[src/rtl/mmau_pkg.sv]
package mmau_pkg;

  localparam logic [2:0] OP_ADD  = 3'b000;
  localparam logic [2:0] OP_MUL  = 3'b001;
  localparam logic [2:0] OP_SUB  = 3'b010;
  localparam logic [2:0] OP_SAD  = 3'b100;
  localparam logic [2:0] OP_LERP = 3'b110;
  localparam logic [2:0] OP_MAC  = 3'b111;

  function automatic logic f_uses_mul(input logic [2:0] code);
    return (code == OP_MUL) || (code == OP_MAC) || (code == OP_LERP);
  endfunction

  function automatic logic f_uses_lin(input logic [2:0] code);
    return (code == OP_ADD) || (code == OP_SUB) || (code == OP_SAD) || (code == OP_LERP);
  endfunction

  function automatic logic f_accum(input logic [2:0] code);
    return (code == OP_MAC) || (code == OP_SAD);
  endfunction

  function automatic logic f_legal(input logic [2:0] code);
    return (code != 3'b011) && (code != 3'b101);
  endfunction

endpackage

[src/rtl/mmau_booth_gen.sv]
module mmau_booth_gen #(
  parameter int MC_W  = 10,
  parameter int MR_W  = 9,
  parameter int ACC_W = 24,
  parameter int ND    = (MR_W + 1) / 2
) (
  input  logic                         clk,
  input  logic                         rst_n,
  input  logic                         load,
  input  logic signed [MC_W-1:0]       mc,
  input  logic        [MR_W-1:0]       mr,
  output logic        [ND-1:0][ACC_W-1:0] pp_q
);

  localparam int EXT_W = 2 * ND + 1;

  logic [EXT_W-1:0]             mr_ext;
  logic signed [ACC_W-1:0]      mc_ext;
  logic [ND-1:0][ACC_W-1:0]     pp_d;

  always_comb begin
    mr_ext = '0;
    mr_ext[MR_W:1] = mr;
    mc_ext = {{(ACC_W-MC_W){mc[MC_W-1]}}, mc};
  end

  for (genvar g = 0; g < ND; g++) begin : g_digit
    logic [2:0]              tri_bits;
    logic signed [ACC_W-1:0] mag;
    assign tri_bits = mr_ext[2*g+2 -: 3];
    always_comb begin
      case (tri_bits)
        3'b001, 3'b010: mag = mc_ext;
        3'b011:         mag = mc_ext <<< 1;
        3'b100:         mag = -(mc_ext <<< 1);
        3'b101, 3'b110: mag = -mc_ext;
        default:        mag = '0;
      endcase
      pp_d[g] = mag <<< (2 * g);
    end
  end

  always_ff @(posedge clk or negedge rst_n) begin
    if (!rst_n)    pp_q <= '0;
    else if (load) pp_q <= pp_d;
  end

endmodule

[src/rtl/mmau_reduce.sv]
module mmau_reduce import mmau_pkg::*; #(
  parameter int ND    = 5,
  parameter int ACC_W = 24,
  parameter int WGT_W = 8
) (
  input  logic                     clk,
  input  logic                     rst_n,
  input  logic                     en,
  input  logic [2:0]               code,
  input  logic [ND-1:0][ACC_W-1:0] pp_q,
  input  logic signed [ACC_W-1:0]  lin_q,
  output logic signed [ACC_W-1:0]  val_q
);

  logic signed [ACC_W-1:0] prod;
  logic signed [ACC_W-1:0] val_d;

  always_comb begin
    prod = '0;
    for (int i = 0; i < ND; i++) prod = prod + signed'(pp_q[i]);
    case (code)
      OP_MUL, OP_MAC: val_d = prod;
      OP_LERP:        val_d = lin_q + (prod >>> WGT_W);
      default:        val_d = lin_q;
    endcase
  end

  always_ff @(posedge clk or negedge rst_n) begin
    if (!rst_n)  val_q <= '0;
    else if (en) val_q <= val_d;
  end

endmodule

[src/rtl/mmau_accum.sv]
module mmau_accum import mmau_pkg::*; #(
  parameter int ACC_W = 24
) (
  input  logic                    clk,
  input  logic                    rst_n,
  input  logic                    s2_valid,
  input  logic [2:0]              s2_code,
  input  logic                    s2_clr,
  input  logic signed [ACC_W-1:0] s2_val,
  output logic [ACC_W-1:0]        result,
  output logic                    out_valid
);

  logic signed [ACC_W-1:0] acc_q, acc_d, acc_base;
  logic        [ACC_W-1:0] res_q, res_d;
  logic                    ov_d, ov_q;

  always_comb begin
    acc_base = s2_clr ? '0 : acc_q;
    acc_d    = acc_base;
    res_d    = res_q;
    ov_d     = 1'b0;
    if (s2_valid) begin
      if (!f_legal(s2_code)) begin
        res_d = '0;
      end else if (f_accum(s2_code)) begin
        acc_d = acc_base + s2_val;
        res_d = acc_d;
        ov_d  = 1'b1;
      end else begin
        res_d = s2_val;
        ov_d  = 1'b1;
      end
    end
  end

  always_ff @(posedge clk or negedge rst_n) begin
    if (!rst_n) begin
      acc_q <= '0;
      res_q <= '0;
      ov_q  <= 1'b0;
    end else begin
      acc_q <= acc_d;
      res_q <= res_d;
      ov_q  <= ov_d;
    end
  end

  assign result    = res_q;
  assign out_valid = ov_q;

endmodule

[src/rtl/mm_arith_unit.sv]
module mm_arith_unit import mmau_pkg::*; #(
  parameter int W     = 8,
  parameter int WGT_W = 8,
  parameter int ACC_W = 24
) (
  input  logic              clk,
  input  logic              rst_n,
  input  logic              in_valid,
  input  logic [2:0]        op,
  input  logic              acc_clr,
  input  logic [W-1:0]      opa,
  input  logic [W-1:0]      opb,
  input  logic [WGT_W-1:0]  wgt,
  output logic [ACC_W-1:0]  result,
  output logic              out_valid
);

  localparam int MR_W = ((W > WGT_W) ? W : WGT_W) + 1;
  localparam int MC_W = W + 2;
  localparam int ND   = (MR_W + 1) / 2;

  // stage 1 inputs
  logic                    ld_mul, ld_lin;
  logic signed [MC_W-1:0]  mc_d;
  logic        [MR_W-1:0]  mr_d;
  logic signed [ACC_W-1:0] a_x, b_x, lin_d;

  always_comb begin
    ld_mul = in_valid && f_uses_mul(op);
    ld_lin = in_valid && f_uses_lin(op);
    mc_d = '0;
    mr_d = '0;
    if (op == OP_LERP) begin
      mc_d = signed'({2'b00, opb}) - signed'({2'b00, opa});
      mr_d[WGT_W-1:0] = wgt;
    end else begin
      mc_d[W-1:0] = opa;
      mr_d[W-1:0] = opb;
    end
    a_x = '0;
    b_x = '0;
    a_x[W-1:0] = opa;
    b_x[W-1:0] = opb;
    case (op)
      OP_ADD:  lin_d = a_x + b_x;
      OP_SUB:  lin_d = a_x - b_x;
      OP_SAD:  lin_d = (a_x >= b_x) ? (a_x - b_x) : (b_x - a_x);
      default: lin_d = a_x;
    endcase
  end

  // stage 1 registers
  logic                     s1_valid, s1_clr;
  logic [2:0]               s1_code;
  logic signed [ACC_W-1:0]  lin_q;
  logic [ND-1:0][ACC_W-1:0] pp_q;

  always_ff @(posedge clk or negedge rst_n) begin
    if (!rst_n) begin
      s1_valid <= 1'b0;
      s1_clr   <= 1'b0;
      s1_code  <= '0;
    end else begin
      s1_valid <= in_valid;
      s1_clr   <= acc_clr;
      s1_code  <= op;
    end
  end

  always_ff @(posedge clk or negedge rst_n) begin
    if (!rst_n)      lin_q <= '0;
    else if (ld_lin) lin_q <= lin_d;
  end

  mmau_booth_gen #(.MC_W(MC_W), .MR_W(MR_W), .ACC_W(ACC_W), .ND(ND)) u_gen (
    .clk(clk), .rst_n(rst_n), .load(ld_mul), .mc(mc_d), .mr(mr_d), .pp_q(pp_q)
  );

  // stage 2
  logic                    s2_valid, s2_clr;
  logic [2:0]              s2_code;
  logic signed [ACC_W-1:0] s2_val;

  always_ff @(posedge clk or negedge rst_n) begin
    if (!rst_n) begin
      s2_valid <= 1'b0;
      s2_clr   <= 1'b0;
      s2_code  <= '0;
    end else begin
      s2_valid <= s1_valid;
      s2_clr   <= s1_clr;
      s2_code  <= s1_code;
    end
  end

  mmau_reduce #(.ND(ND), .ACC_W(ACC_W), .WGT_W(WGT_W)) u_red (
    .clk(clk), .rst_n(rst_n), .en(s1_valid), .code(s1_code),
    .pp_q(pp_q), .lin_q(lin_q), .val_q(s2_val)
  );

  // stage 3
  mmau_accum #(.ACC_W(ACC_W)) u_acc (
    .clk(clk), .rst_n(rst_n), .s2_valid(s2_valid), .s2_code(s2_code),
    .s2_clr(s2_clr), .s2_val(s2_val), .result(result), .out_valid(out_valid)
  );

endmodule

[config.mk]
export PLATFORM = sky130hd
export DESIGN_NAME = mm_arith_unit
export DESIGN_NICKNAME = d
export VERILOG_FILES = /design/src/rtl/mmau_pkg.sv /design/src/rtl/mmau_booth_gen.sv /design/src/rtl/mmau_reduce.sv /design/src/rtl/mmau_accum.sv /design/src/rtl/mm_arith_unit.sv
export SDC_FILE = /design/constraint.sdc
export NUM_CORES = 1
export LEC_CHECK = 0
export BUFFER_PORTS_ARGS = -buffer_cell sky130_fd_sc_hd__buf_4
export CAP_MARGIN = 0
export CORE_UTILIZATION = 45
export CTS_BUF_LIST = sky130_fd_sc_hd__clkbuf_16
export DETAILED_ROUTE_END_ITERATION = 12
export SLEW_MARGIN = 30
export SYNTH_ARGS = -nofsm -noshare
export SYNTH_HDL_FRONTEND = slang
export SYNTH_SLANG_ARGS = --single-unit
[constraint.sdc]
create_clock -name clk -period 4.9 [get_ports clk]
set_input_delay 0.245 -clock clk [delete_from_list [all_inputs] [get_ports clk]]
set_output_delay 0.245 -clock clk [all_outputs]
set_load 0.01 [all_outputs]
==> run summary, run 1 <==
The count of cells along the worst hold path was 1. The maximum number of pins on one net before global-route repair is 94. The longest clock path from root to sink contains 2 buffers. After synthesis, the share of flip-flops with an asynchronous set or reset is 100%.

The endpoint of the most critical register-to-register path was u_red.val_q[15]. The tools report the yosys synthesis warning count as 0. In this run the critical register-to-register path is launched from u_gen.pp_q[58].

Post-detailed-route DRC marker count: 0. The number of port buffers is 55. The sum of negative setup slack was -1.60 ns.

Routability-driven placement finished with a final weighted congestion of 0.914. The first detailed-routing pass took 5 iterations. The flow ran to the end, but the final reports show violations.

For the worst flop-to-flop path, the logic depth is 21. The number of clock sinks seen by CTS was 184; the worst-case headroom to the max-slew limit was 33.6%. The final setup violation count came out at 14. CTS built an H-tree with a depth of 4. The worst path in the final design needs a cycle of 5.10 ns, including I/O delays and setup.

The final max-slew violation count was 0; the clock buffer count from CTS was 17. End point of the most critical hold path: s1_code[1]. The repair_antennas step left the layout with diodes totalling 0. The synthesized flop and latch total is 184, and the actual transition at the worst max-transition pin is 0.986 ns. The die is 184 um wide.

Once detailed placement completed, the half-perimeter wirelength came to 32200 um. The tools report the element type at the critical path end as a flip-flop. TritonCTS built the clock tree.

Hold timing on the final database bottoms out at a slack of 0.0279 ns. The tools report the element type at the critical path start as a flip-flop. Summing every instance area after synthesis gives 14800 um2. During I/O placement, the number of pins put on the boundary was 56.

Yosys mapped a number of flops with a built-in enable equal to 0. Of the available clock period, the critical path in the final layout requires 104%. STA puts the critical path data required time at 5.23 ns. The commonest register cell after synthesis was sky130_fd_sc_hd__dfrtp_1. The logs give 17400 um2 for the total non-filler cell area in the finished layout and 13200 for the count of vias placed by the detailed router. The first global-routing pass estimated 69000 um of wire.

The critical path class was flip-flop to flip-flop. In this run, distinct cell masters in the synthesized netlist total 89. The logs give 5.43 ns for the signal arrival time at the worst endpoint and 1706 for the cell count after synthesis. The clock-pin slew of the registers on the worst-case setup and hold paths was 0.08 ns; the clock latency on the worst-skew pair was 0.46 ns. The core region is 32500 um2. The initial utilization of the core area, before any placement, comes to 45.6%. Derived from the worst setup path, the maximum achievable clock frequency is 196 MHz. Sequential cells were found to cover 31.0% of the synthesized design area. The row count was 66. The total wirelength of the detailed-routed design came out at 42700 um. The number of fill cells in the layout is 3141, and the average vias per placed instance is 5.73. Setup repair after global routing could not meet its margin everywhere. At the end of the flow, the number of nets in the layout was 2021.

After synthesis, the mean cell area works out to 8.70 um2. Final-report hold violation count: 0. The clock skew after layout is 0.0154 ns, and the total grt overflow is 0. The first routing iteration left 961 violations. The startpoint identified for the worst hold timing path is op[1]. The tools report the total placed instance area as 16400 um2. The initial antenna violation count came out at 0. When the netlist entered floorplanning its net count stood at 1886. The post-detailed-route count of antenna-violating nets was 0; the ratio of cells with drive above 1 in the final layout was 18.1%. The checks that failed: negative setup slack. Global routing consumed, over all layers together, 26.1% of the routing resources.

The area of the die is 33700 um2. The per-cell routed wire length was 18.6 um. From synthesis to final layout, the design area changed by 17.5%. The floorplan step set the die height to 184 um. The tool flagged a number of max-cap violations equal to 0. The tools report the library cell used as clock root buffer as sky130_fd_sc_hd__clkbuf_16. In this run the worst hold path is classified as input pin to flip-flop. The tools report the number of global-route vias before repair as 12900.

The internal reg-to-reg setup slack was -0.20 ns. The minimum setup slack in the final design is -0.200 ns, and the largest driver fanout on the critical path is 4.
==> what timing repair did <==
action / in CTS / in global routing
gates resized for setup: 50 / 29
setup buffers: 9 / 8
setup endpoints to repair: 16 / 18
hold buffers: 5 / 0
endpoints found under the hold margin: 95 / 0
pin swaps: 29 / 19
==> layout make-up <==
class | count | area [um2] | share of cell area (%)
inverters | 207 | 777 | 4.45
well taps | 442 | 553 | 3.17
flip-flops and latches | 184 | 4600 | 26.4
multi-input cells | 1245 | 9530 | 54.6
clock inverters | 15 | 136 | 0.782
clock buffers | 17 | 425 | 2.44
repair buffers | 186 | 1420 | 8.11
==> Yosys cell counts (11+ instances only) <==
| cell | count | area, um2 |
|---|---|---|
| sky130_fd_sc_hd__a31oi_1 | 15 | 93.8 |
| sky130_fd_sc_hd__nor2_1 | 118 | 443 |
| sky130_fd_sc_hd__o211ai_1 | 18 | 135 |
| sky130_fd_sc_hd__o21a_1 | 21 | 158 |
| sky130_fd_sc_hd__nor3_1 | 34 | 170 |
| sky130_fd_sc_hd__o21bai_1 | 14 | 105 |
| sky130_fd_sc_hd__o21ai_0 | 98 | 490 |
| sky130_fd_sc_hd__ha_1 | 92 | 1150 |
| sky130_fd_sc_hd__and3_1 | 12 | 75.1 |
| sky130_fd_sc_hd__a21o_1 | 31 | 233 |
| sky130_fd_sc_hd__xnor2_1 | 52 | 455 |
| sky130_fd_sc_hd__nand3_1 | 32 | 160 |
| sky130_fd_sc_hd__mux2i_1 | 19 | 190 |
| sky130_fd_sc_hd__inv_1 | 206 | 773 |
| sky130_fd_sc_hd__clkbuf_1 | 51 | 191 |
| sky130_fd_sc_hd__mux2_2 | 14 | 158 |
| sky130_fd_sc_hd__nor2b_1 | 34 | 213 |
| sky130_fd_sc_hd__nand2b_1 | 20 | 125 |
| sky130_fd_sc_hd__dfrtp_1 | 184 | 4600 |
| sky130_fd_sc_hd__a21oi_1 | 123 | 616 |
| sky130_fd_sc_hd__fa_1 | 57 | 1140 |
| sky130_fd_sc_hd__and2_1 | 11 | 68.8 |
| sky130_fd_sc_hd__nand2_1 | 150 | 563 |
| sky130_fd_sc_hd__o22ai_1 | 24 | 150 |
| sky130_fd_sc_hd__a221oi_1 | 28 | 245 |
| sky130_fd_sc_hd__a22oi_1 | 25 | 188 |
| sky130_fd_sc_hd__a211oi_1 | 23 | 173 |
| sky130_fd_sc_hd__xor2_1 | 19 | 166 |
==> critical path: stages, from the launching register on <==
cell and delay, ns:
sky130_fd_sc_hd__dfrtp_1 0.37, sky130_fd_sc_hd__inv_2 0.05, sky130_fd_sc_hd__fa_1 0.54, sky130_fd_sc_hd__inv_1 0.05
sky130_fd_sc_hd__fa_1 0.47, sky130_fd_sc_hd__inv_1 0.05, sky130_fd_sc_hd__fa_1 0.47, sky130_fd_sc_hd__inv_1 0.04
sky130_fd_sc_hd__ha_2 0.16, sky130_fd_sc_hd__a211o_1 0.33, sky130_fd_sc_hd__o211a_4 0.27, sky130_fd_sc_hd__o21ai_4 0.22
sky130_fd_sc_hd__buf_4 0.14, sky130_fd_sc_hd__a311o_1 0.18, sky130_fd_sc_hd__o311ai_2 0.14, sky130_fd_sc_hd__ha_1 0.27
sky130_fd_sc_hd__o41ai_2 0.46, sky130_fd_sc_hd__o41ai_4 0.16, sky130_fd_sc_hd__a31oi_2 0.23, sky130_fd_sc_hd__xnor2_1 0.10
sky130_fd_sc_hd__a221oi_2 0.22, sky130_fd_sc_hd__nor2_1 0.06
==> registers in the layout, summed over array words and instances, names as in the netlist <==
name             cells
s1_code              3
u_acc.acc_q         24
u_acc.result        24
u_gen.pp_q          91
lin_q               10
u_red.val_q         24
s2_valid             1
s2_clr               1
s1_valid             1
s2_code              3
s1_clr               1
u_acc.out_valid      1
==> cell usage in the layout (no fill, tap or decap), types with 11 or more instances in the layout <==
master	synthesis	final
sky130_fd_sc_hd__inv_1	206	197
sky130_fd_sc_hd__dfrtp_1	184	184
sky130_fd_sc_hd__buf_4	5	180
sky130_fd_sc_hd__nand2_1	150	149
sky130_fd_sc_hd__nor2_1	118	118
sky130_fd_sc_hd__a21oi_1	123	113
sky130_fd_sc_hd__ha_1	92	85
sky130_fd_sc_hd__o21ai_0	98	83
sky130_fd_sc_hd__fa_1	57	56
sky130_fd_sc_hd__xnor2_1	52	49
sky130_fd_sc_hd__nor3_1	34	34
sky130_fd_sc_hd__nor2b_1	34	33
sky130_fd_sc_hd__a21o_1	31	31
sky130_fd_sc_hd__nand3_1	32	29
sky130_fd_sc_hd__a221oi_1	28	27
sky130_fd_sc_hd__a22oi_1	25	25
sky130_fd_sc_hd__o22ai_1	24	24
sky130_fd_sc_hd__o21a_1	21	21
sky130_fd_sc_hd__xor2_1	19	19
sky130_fd_sc_hd__a211oi_1	23	19
sky130_fd_sc_hd__o211ai_1	18	18
sky130_fd_sc_hd__nand2b_1	20	18
sky130_fd_sc_hd__mux2i_1	19	18
sky130_fd_sc_hd__clkbuf_16	0	17
sky130_fd_sc_hd__mux2_2	14	14
sky130_fd_sc_hd__o21bai_1	14	13
sky130_fd_sc_hd__a31oi_1	15	13
sky130_fd_sc_hd__and3_1	12	12
sky130_fd_sc_hd__a21oi_2	2	11
sky130_fd_sc_hd__and2_1	11	11
==> kinds of logic (layout without fill, tap and decap cells) <==
group	after synthesis	after routing	synth area share (%)
XOR/XNOR	73	73	4.46
multiplexers	37	37	2.77
adder cells (fa/ha/maj)	149	149	15.4
AO/OA/AOI/OAI	532	532	24.5
buffers and inverters	277	425	7.25
AND/OR/NAND/NOR	454	454	14.5
flip-flops	184	184	31.0
==> stage by stage <==
stage,cells,worst slack (ns),utilization (%)
floorplan,1706,0.0230,-
global placement,2243,-0.211,50.3
finish,2296,-0.200,53.6
global route,2296,-0.443,53.6
CTS,2289,-0.144,53.1
detailed placement,2243,-0.361,50.4
==> worst max-delay path by stage <==
stage | start | end | slack [ns] | cells past startpoint
floorplan | u_gen.pp_q[11] | u_red.val_q[15] | 0.02 | 24
global placement | u_gen.pp_q[10] | u_red.val_q[15] | -0.21 | 23
detailed placement | u_gen.pp_q[10] | u_red.val_q[15] | -0.36 | 23
CTS | u_gen.pp_q[58] | u_red.val_q[15] | -0.14 | 23
global route | u_gen.pp_q[33] | u_red.val_q[15] | -0.44 | 24
finish | u_gen.pp_q[58] | u_red.val_q[15] | -0.20 | 21
==> routing by layer <==
metal | wire [um] | part of all wire [%] | GRT usage, %
met1 | 19600 | 46 | 35.5
met2 | 20000 | 47 | 42.5
met3 | 2350 | 5.5 | 4.30
met4 | 760 | 1.8 | 7.50
met5 | 0 | 0 | 0
Power of run 1 is not shown: default switching activity piles up to over one toggle a cycle in this logic, so the estimate is an artifact.
==> run 2: changes to the inputs <==
--- a/config.mk
+++ b/config.mk
@@ -5,12 +5,13 @@
 export SDC_FILE = /design/constraint.sdc
 export NUM_CORES = 1
 export LEC_CHECK = 0
-export BUFFER_PORTS_ARGS = -buffer_cell sky130_fd_sc_hd__buf_4
 export CAP_MARGIN = 0
 export CORE_UTILIZATION = 45
 export CTS_BUF_LIST = sky130_fd_sc_hd__clkbuf_16
 export DETAILED_ROUTE_END_ITERATION = 12
+export DONT_BUFFER_PORTS = 1
 export SLEW_MARGIN = 30
 export SYNTH_ARGS = -nofsm -noshare
 export SYNTH_HDL_FRONTEND = slang
 export SYNTH_SLANG_ARGS = --single-unit
+export TNS_END_PERCENT = 1
==> run 2 against run 1 <==
  * The run still ends with negative setup slack left
  * Largest cell class unchanged
  * Sequential cell count is the same
  * Critical path depth did not move
  * Worst hold slack better by 0.0068 ns
  * First-iteration DRC count shrank 12%
  * Sequential share of layout area increased by 1.0 points
  * Count of clock-buffer cells in the layout stayed put
  * Global-route usage fell by 0.18 points
  * Register-to-register slack got worse by 0.12 ns
  * Cell count decreased by 2.8%
  * Die area unchanged
  * Clock skew decreased by 0.0035 ns
==> run summary, run 2 (synthesized netlist as in run 1, its figures left out) <==
The routed layout has 12700 vias. The logs give 12600 for the number of global-route vias before repair and 66 for the row count. TritonCTS built the clock tree. The total number of H-tree levels was 4. The logs give 5 for the number of search-and-repair iterations in the first detailed-routing pass and 17 for the clock buffer count from CTS. The run gives 51.7% as the final cell utilization of the core.

Entering global routing, the biggest net connects 185 pins. Of all nets on the critical path, the largest fanout is 4. STA classifies the critical path endpoint as a flip-flop. The clock-pin slew of the registers on the worst-case setup and hold paths is 0.07 ns.

In this run the critical register-to-register path is captured at u_red.val_q[15]. The y dimension of the die is 184 um. The layout has 3100 filler cells. Beginning of the worst hold path: op[2]. The first global-routing pass estimated 68500 um of wire.

The final max-slew violation count came out at 0. The average vias per placed instance is 5.70, and the timing-limited maximum frequency is 192 MHz. The total power per unit cell area is 910 nW/um2. Signal arrival time at the worst endpoint: 5.54 ns. VDD sags by at most 718 uV. For flop-to-flop paths, the worst setup slack is -0.32 ns. For the final routed database, the setup TNS stands at -2.87 ns. The placed wire-length estimate is 32000 um, and the per-cell routed wire length is 18.8 um. The register with the most flip-flops in the final layout is u_gen.pp_q.

Summing all multi-input logic gate instances after layout gives 9330 um2. The analysis attributes to cell leakage a power of 0.00791 uW. For the number of buffers on the longest clock path, the log shows 2. From left edge to right edge, the die measures 184 um. The post-route netlist has 12.9% of its cells at a drive strength greater than 1. The worst setup path is launched from a flip-flop. The run gives 2186 as the placed cell count. The flip-flop count of the largest register after layout was 91; the post-place setup slack was -0.390 ns. The worst register-to-register path begins at u_gen.pp_q[8].

56 I/O pins were placed. The cell depth of the worst flop-to-flop path was 21. The leading cell type in the layout, fill and taps excluded is sky130_fd_sc_hd__inv_1. The min-delay analysis places its worst path in the category input pin to flip-flop.

STA puts the critical path data required time at 5.22 ns. Once the floorplan was initialized, standard cells occupied 45.6% of the core. The detail route stage leaves a number of antenna-violating nets equal to 0. The flow ran to the end, but the final reports show violations.

Headroom to the max-slew limit came out at 38.4%. The area growth from synthesis to layout is 13.2%. Setup repair after global routing could not meet its margin everywhere. The total grt overflow was 0. The floorplan step defined a die boundary enclosing 33700 um2. The top cell types in the final layout, fill and taps aside, are sky130_fd_sc_hd__inv_1 (208), sky130_fd_sc_hd__dfrtp_1 (184), sky130_fd_sc_hd__nand2_1 (148), sky130_fd_sc_hd__a21oi_1 (118), sky130_fd_sc_hd__nor2_1 (118). The initial antenna violation count was 0; the actual transition at the worst max-transition pin was 0.924 ns. The final critical delay including setup and external delays came out at 5.22 ns. In the global route stage, overall resource usage came out at 25.9%. Final-report hold violation count: 0. Summed over all layers, the routed wires come to 42000 um.

In the final layout, flip-flops and latches occupy 4600 um2. The routability-driven placement congestion ratio was 0.900. The number of port buffers was 0; the number of clock sinks seen by CTS was 184.

The final reports fail on negative setup slack. At the end of the flow, the number of nets in the layout was 1956. Setup violations remaining at the end of the flow were counted as 15. The count of cells along the worst hold path came out at 2. The worst setup path is of the flip-flop to flip-flop kind. The minimum setup slack in the final design was -0.321 ns; the count of placed standard cells in the final layout, fillers left out was 2232.

The clock latency on the worst-skew pair is 0.44 ns. For hold timing, the worst endpoint is lin_q[7]. Library cell used as clock root buffer: sky130_fd_sc_hd__clkbuf_16. Across the routed clock network, the largest skew measured is 0.0118 ns.

The reported max-cap violation count is 0, and the final worst-path cycle share is 107%. For this run, design rule violations remaining after detail routing come to 0. The detailed router finished its first iteration with 841 violations. The core region is 32500 um2.
## run 2: worst max-delay path, cell delays in order (launching register included)
cell                       delay [ns]
sky130_fd_sc_hd__dfrtp_1         0.35
sky130_fd_sc_hd__inv_1           0.06
sky130_fd_sc_hd__fa_1            0.62
sky130_fd_sc_hd__inv_1           0.08
sky130_fd_sc_hd__fa_1            0.50
sky130_fd_sc_hd__fa_1            0.45
sky130_fd_sc_hd__ha_4            0.30
sky130_fd_sc_hd__nand3_1         0.08
sky130_fd_sc_hd__o211ai_1        0.31
sky130_fd_sc_hd__o211a_1         0.27
sky130_fd_sc_hd__o21ai_2         0.10
sky130_fd_sc_hd__a31oi_2         0.25
sky130_fd_sc_hd__nor2_1          0.11
sky130_fd_sc_hd__ha_1            0.31
sky130_fd_sc_hd__o21ai_1         0.08
sky130_fd_sc_hd__a21oi_1         0.06
sky130_fd_sc_hd__o41ai_2         0.33
sky130_fd_sc_hd__o41ai_2         0.14
sky130_fd_sc_hd__a31oi_1         0.27
sky130_fd_sc_hd__xnor2_1         0.11
sky130_fd_sc_hd__a221oi_2        0.24
sky130_fd_sc_hd__nor2_1          0.06
## run 2: worst max path at each step
stage                         startpoint               to  slack (ns)  cells after the start
after CTS                 u_gen.pp_q[32]  u_red.val_q[11]       -0.23                     20
after global routing       u_gen.pp_q[8]  u_red.val_q[15]       -0.60                     21
after floorplan           u_gen.pp_q[11]  u_red.val_q[15]        0.02                     24
after detailed placement  u_gen.pp_q[11]  u_red.val_q[15]       -0.39                     22
final                      u_gen.pp_q[8]  u_red.val_q[15]       -0.32                     21
after global placement    u_gen.pp_q[11]  u_red.val_q[15]       -0.24                     23
## run 2: area by class of cell
type                            count  area share, %
Sequential cell                   184           27.4
Antenna cell                        1         0.0149
Inverter                          207           4.62
Tap cell                          442           3.29
Timing Repair Buffer              121           5.75
Clock inverter                     15          0.879
Multi-Input combinational cell   1245           55.5
Clock buffer                       17           2.53
## run 2: timing repair
action	4_1_cts	5_1_grt
setup buffers	2	2
gates resized for setup	14	18
hold buffers	8	0
hold endpoints to repair	190	0
setup endpoints to repair	16	19
pin swaps	5	13
## run 2: through the flow
stage | power (uW) | area [um2] | hold slack, ns
2_1_floorplan | 8860 | 14900 | -0.0506
3_3_place_gp | 13000 | 15900 | -0.0448
3_5_place_dp | 13100 | 16000 | -0.0437
4_1_cts | 14900 | 16700 | 0.0143
5_1_grt | 16700 | 16800 | 0.0209
6_report | 15300 | 16800 | 0.0347
## run 2: report_power, final
part	leakage [uW]	switching, uW	internal (uW)
Clock	0.000279	652	713
Combinational	0.00533	5950	5780
Sequential	0.00230	305	1890
Total	0.00791	6910	8390
## run 2: metal layers
layer	up-vias	wire [um]	global-route usage, %
li1	6162	-	-
met1	6096	19100	35.6
met2	405	19400	41.8
met3	63	2460	3.78
met4	0	1040	8.20
met5	-	0	0
No activity file was read; power rests on OpenSTA's default activity.
==> run 3: changes to the inputs <==
--- a/config.mk
+++ b/config.mk
@@ -10,6 +10,7 @@
 export CTS_BUF_LIST = sky130_fd_sc_hd__clkbuf_16
 export DETAILED_ROUTE_END_ITERATION = 12
 export DONT_BUFFER_PORTS = 1
+export HOLD_SLACK_MARGIN = 0.1
 export SLEW_MARGIN = 30
 export SYNTH_ARGS = -nofsm -noshare
 export SYNTH_HDL_FRONTEND = slang
==> run 3 against run 2 <==
  * The run still ends with negative setup slack left
  * Sequential share of layout area about the same
  * Clock power about the same
  * Clock skew increased by 0.0024 ns
  * Via count increased by 0.23%
  * Critical endpoint unchanged
  * Largest power group unchanged
==> run summary, run 3 (synthesized netlist as in run 1, its figures left out) <==
The final setup violation count was 16; the actual transition at the worst max-transition pin was 0.903 ns. Reported max-cap violation count: 0. Library cell used as clock root buffer: sky130_fd_sc_hd__clkbuf_16. The per-cell routed wire length was 18.9 um. The tools report the footprint of the multi-input gates as 9330 um2.

The logs give -0.317 ns for the minimum setup slack in the final design and 185 for the maximum number of pins on one net before global-route repair. The worst hold-check slack was 0.124 ns; the first-pass GRT wire length was 68700 um. The worst min-delay path class is input pin to flip-flop. The cell depth of the worst flop-to-flop path came out at 21. TritonCTS built the clock tree.

For the final routed database, the setup TNS stands at -2.88 ns. The effective utilization at floorplan was 45.6%; the total number of H-tree levels was 4. The register with the most flip-flops is u_gen.pp_q. The tools report the placed wire-length estimate as 32000 um. The library cells used most frequently in the layout, excluding fill and tap cells, are sky130_fd_sc_hd__inv_1 (208), sky130_fd_sc_hd__dfrtp_1 (184), sky130_fd_sc_hd__nand2_1 (148), sky130_fd_sc_hd__a21oi_1 (118), sky130_fd_sc_hd__nor2_1 (118).

The required time of the worst setup path came out at 5.22 ns. Using the TritonRoute via totals, the vias-per-cell ratio works out to 5.71. For this design, the slowest cell found on the critical path is sky130_fd_sc_hd__fa_1. Global routing finished with a remaining overflow of 0. In this run the tightest slew margin relative to its limit is 39.4%.

The biggest cell delay along the critical path is 0.62 ns. The later pin in the worst-skew pair is clocked with a latency of 0.45 ns. The run finished, with violations left. For the post-detailed-route DRC marker count, the log shows 0. Final max-slew violation count: 0. The routed layout has 12800 vias. The most frequent cell on the critical path is sky130_fd_sc_hd__fa_1.

The register with the most flip-flops in the layout has 91 of them. In this run the deepest clock path goes through 2 buffers. The clock-pin slew of the registers on the worst-case setup and hold paths was 0.07 ns; the final critical delay including setup and external delays was 5.22 ns.

After the flow finishes, the layout carries non-filler instances totaling 2235. For this design the ratio of total power to cell area is 908 nW/um2. The first detailed-routing pass ran for 7 iterations. The tools report the final-report hold violation count as 0. The final reports fail on negative setup slack. Number of DRC markers after the initial detailed-route iteration: 948.

In this run the register-to-register setup slack is -0.32 ns. The beginning of the critical path was u_gen.pp_q[8]. The worst register-to-register path ends at u_red.val_q[15].

Global routing consumed, over all layers together, 26.0% of the routing resources. For this run, the top clock speed supported by timing is 192 MHz. Setup repair after global routing could not meet its margin everywhere. STA classifies the critical path startpoint as a flip-flop. The critical path ends at u_red.val_q[15]. The area growth from synthesis to layout is 13.4%. Walking the worst path, the cells encountered are inv_1 > fa_1 > inv_1 > fa_1 > fa_1 > ha_4 > nand3_1 > o211ai_1 > o211a_1 > o21ai_2 > a31oi_2 > nor2_1 > ha_1 > o21ai_1 > a21oi_1 > o41ai_2 > o41ai_2 > a31oi_1 > xnor2_1 > a221oi_2 > nor2_1. Along the worst path, the maximum fanout reaches 4.

The clock skew after layout was 0.0142 ns. The horizontal die dimension is 184 um, and the row count is 66. The number of port buffers was 0. Counting the fill cells in the layout gives 3102. The worst setup path is of the flip-flop to flip-flop kind.

The post-detailed-route count of antenna-violating nets came out at 0. The number of placed instances, taps included, is 2186. The ratio of cells with drive above 1 in the final layout is 12.9%. Clock tree synthesis inserted a total of 17 buffers. Pin placement for this block handled 56 I/O pins. STA classifies the critical path endpoint as a flip-flop.

The tools report the final net count as 1959. IR analysis of the VDD net gives a maximum drop of 718 uV. Leading cell type in the layout, fill and taps excluded: sky130_fd_sc_hd__inv_1. In the final layout, flip-flops and latches occupy 4600 um2. The final layout contains routed wiring with a total length of 42200 um. The tools report the post-layout total power as 15300 uW. For the signal arrival time at the worst endpoint, the log shows 5.54 ns.

The run gives 12700 as the number of global-route vias before repair. The run gives 184 as the number of clock sinks seen by CTS. The final critical path takes up 106% of the cycle. The floorplan step defined a core boundary enclosing 32500 um2. For this design the static power due to leakage is 0.00793 uW. For the initial antenna violation count, the log shows 0. For the area of the die, the log shows 33700 um2. The congestion estimate from routability-driven global placement came to 0.900. The y dimension of the die came out at 184 um. The startpoint identified for the worst register-to-register timing path is u_gen.pp_q[8].
-- run 3: changes by cell type in the layout (fill, tap and decap cells not counted), sizes merged --
cell and delta:
dlygate4sd3 +3
-- run 3: worst min path at each step --
stage / startpoint / endpoint / slack [ns] / depth (start not counted)
2_1_floorplan: rst_n / lin_q[0] / -0.05 / 0
3_3_place_gp: rst_n / u_acc.result[1] / -0.04 / 0
3_5_place_dp: rst_n / u_acc.result[1] / -0.04 / 0
4_1_cts: op[1] / lin_q[2] / 0.11 / 3
5_1_grt: op[1] / lin_q[2] / 0.15 / 3
6_report: op[1] / lin_q[2] / 0.12 / 3
-- run 3: timing repair --
item | in CTS | in global routing
setup buffers | 2 | 2
endpoints found under the hold margin | 199 | 0
endpoints found under the setup margin | 16 | 19
pin swaps | 5 | 13
hold buffers | 11 | 0
gates resized for setup | 14 | 18
gates cloned | 0 | 0
-- run 3: metrics by stage --
stage | area, um2 | utilization, % | worst slack [ns]
6_report | 16800 | 51.7 | -0.317
5_1_grt | 16800 | 51.7 | -0.599
4_1_cts | 16700 | 51.4 | -0.229
3_5_place_dp | 16000 | 49.0 | -0.390
3_3_place_gp | 15900 | 49.0 | -0.236
2_1_floorplan | 14900 | - | 0.0230
-- run 3: cell type report --
class,instances,share of cell area [%]
Clock inverter,15,0.877
Timing Repair Buffer,124,5.92
Sequential cell,184,27.3
Clock buffer,17,2.53
Tap cell,442,3.28
Multi-Input combinational cell,1245,55.4
Antenna cell,1,0.0149
Inverter,207,4.62
-- run 3: critical path, delay by kind of cell, from the launching register on --
kind / cells / cell delay [ns]
xor gates and xnor gates: 1 / 0.11
and+or+nand+nor: 3 / 0.24
DFF: 1 / 0.35
buffers and inverters: 2 / 0.14
AOI/OAI and AO/OA: 10 / 2.05
adders and majority gates: 5 / 2.18
-- run 3: layer usage --
layer | GRT usage [%] | vias to the layer above | share of wire [%]
met5 | 0 | - | 0
met4 | 8.37 | 0 | 2.3
met3 | 4.12 | 67 | 5.4
met2 | 41.9 | 379 | 46
met1 | 35.6 | 6138 | 46
li1 | - | 6171 | -
-- run 3: where the power goes --
| part | internal (uW) | switching (uW) | total, uW | leakage [uW] |
|---|---|---|---|---|
| combinational | 5790 | 5940 | 11700 | 0.00535 |
| clock | 713 | 655 | 1370 | 0.000279 |
| sequential | 1890 | 304 | 2190 | 0.00230 |
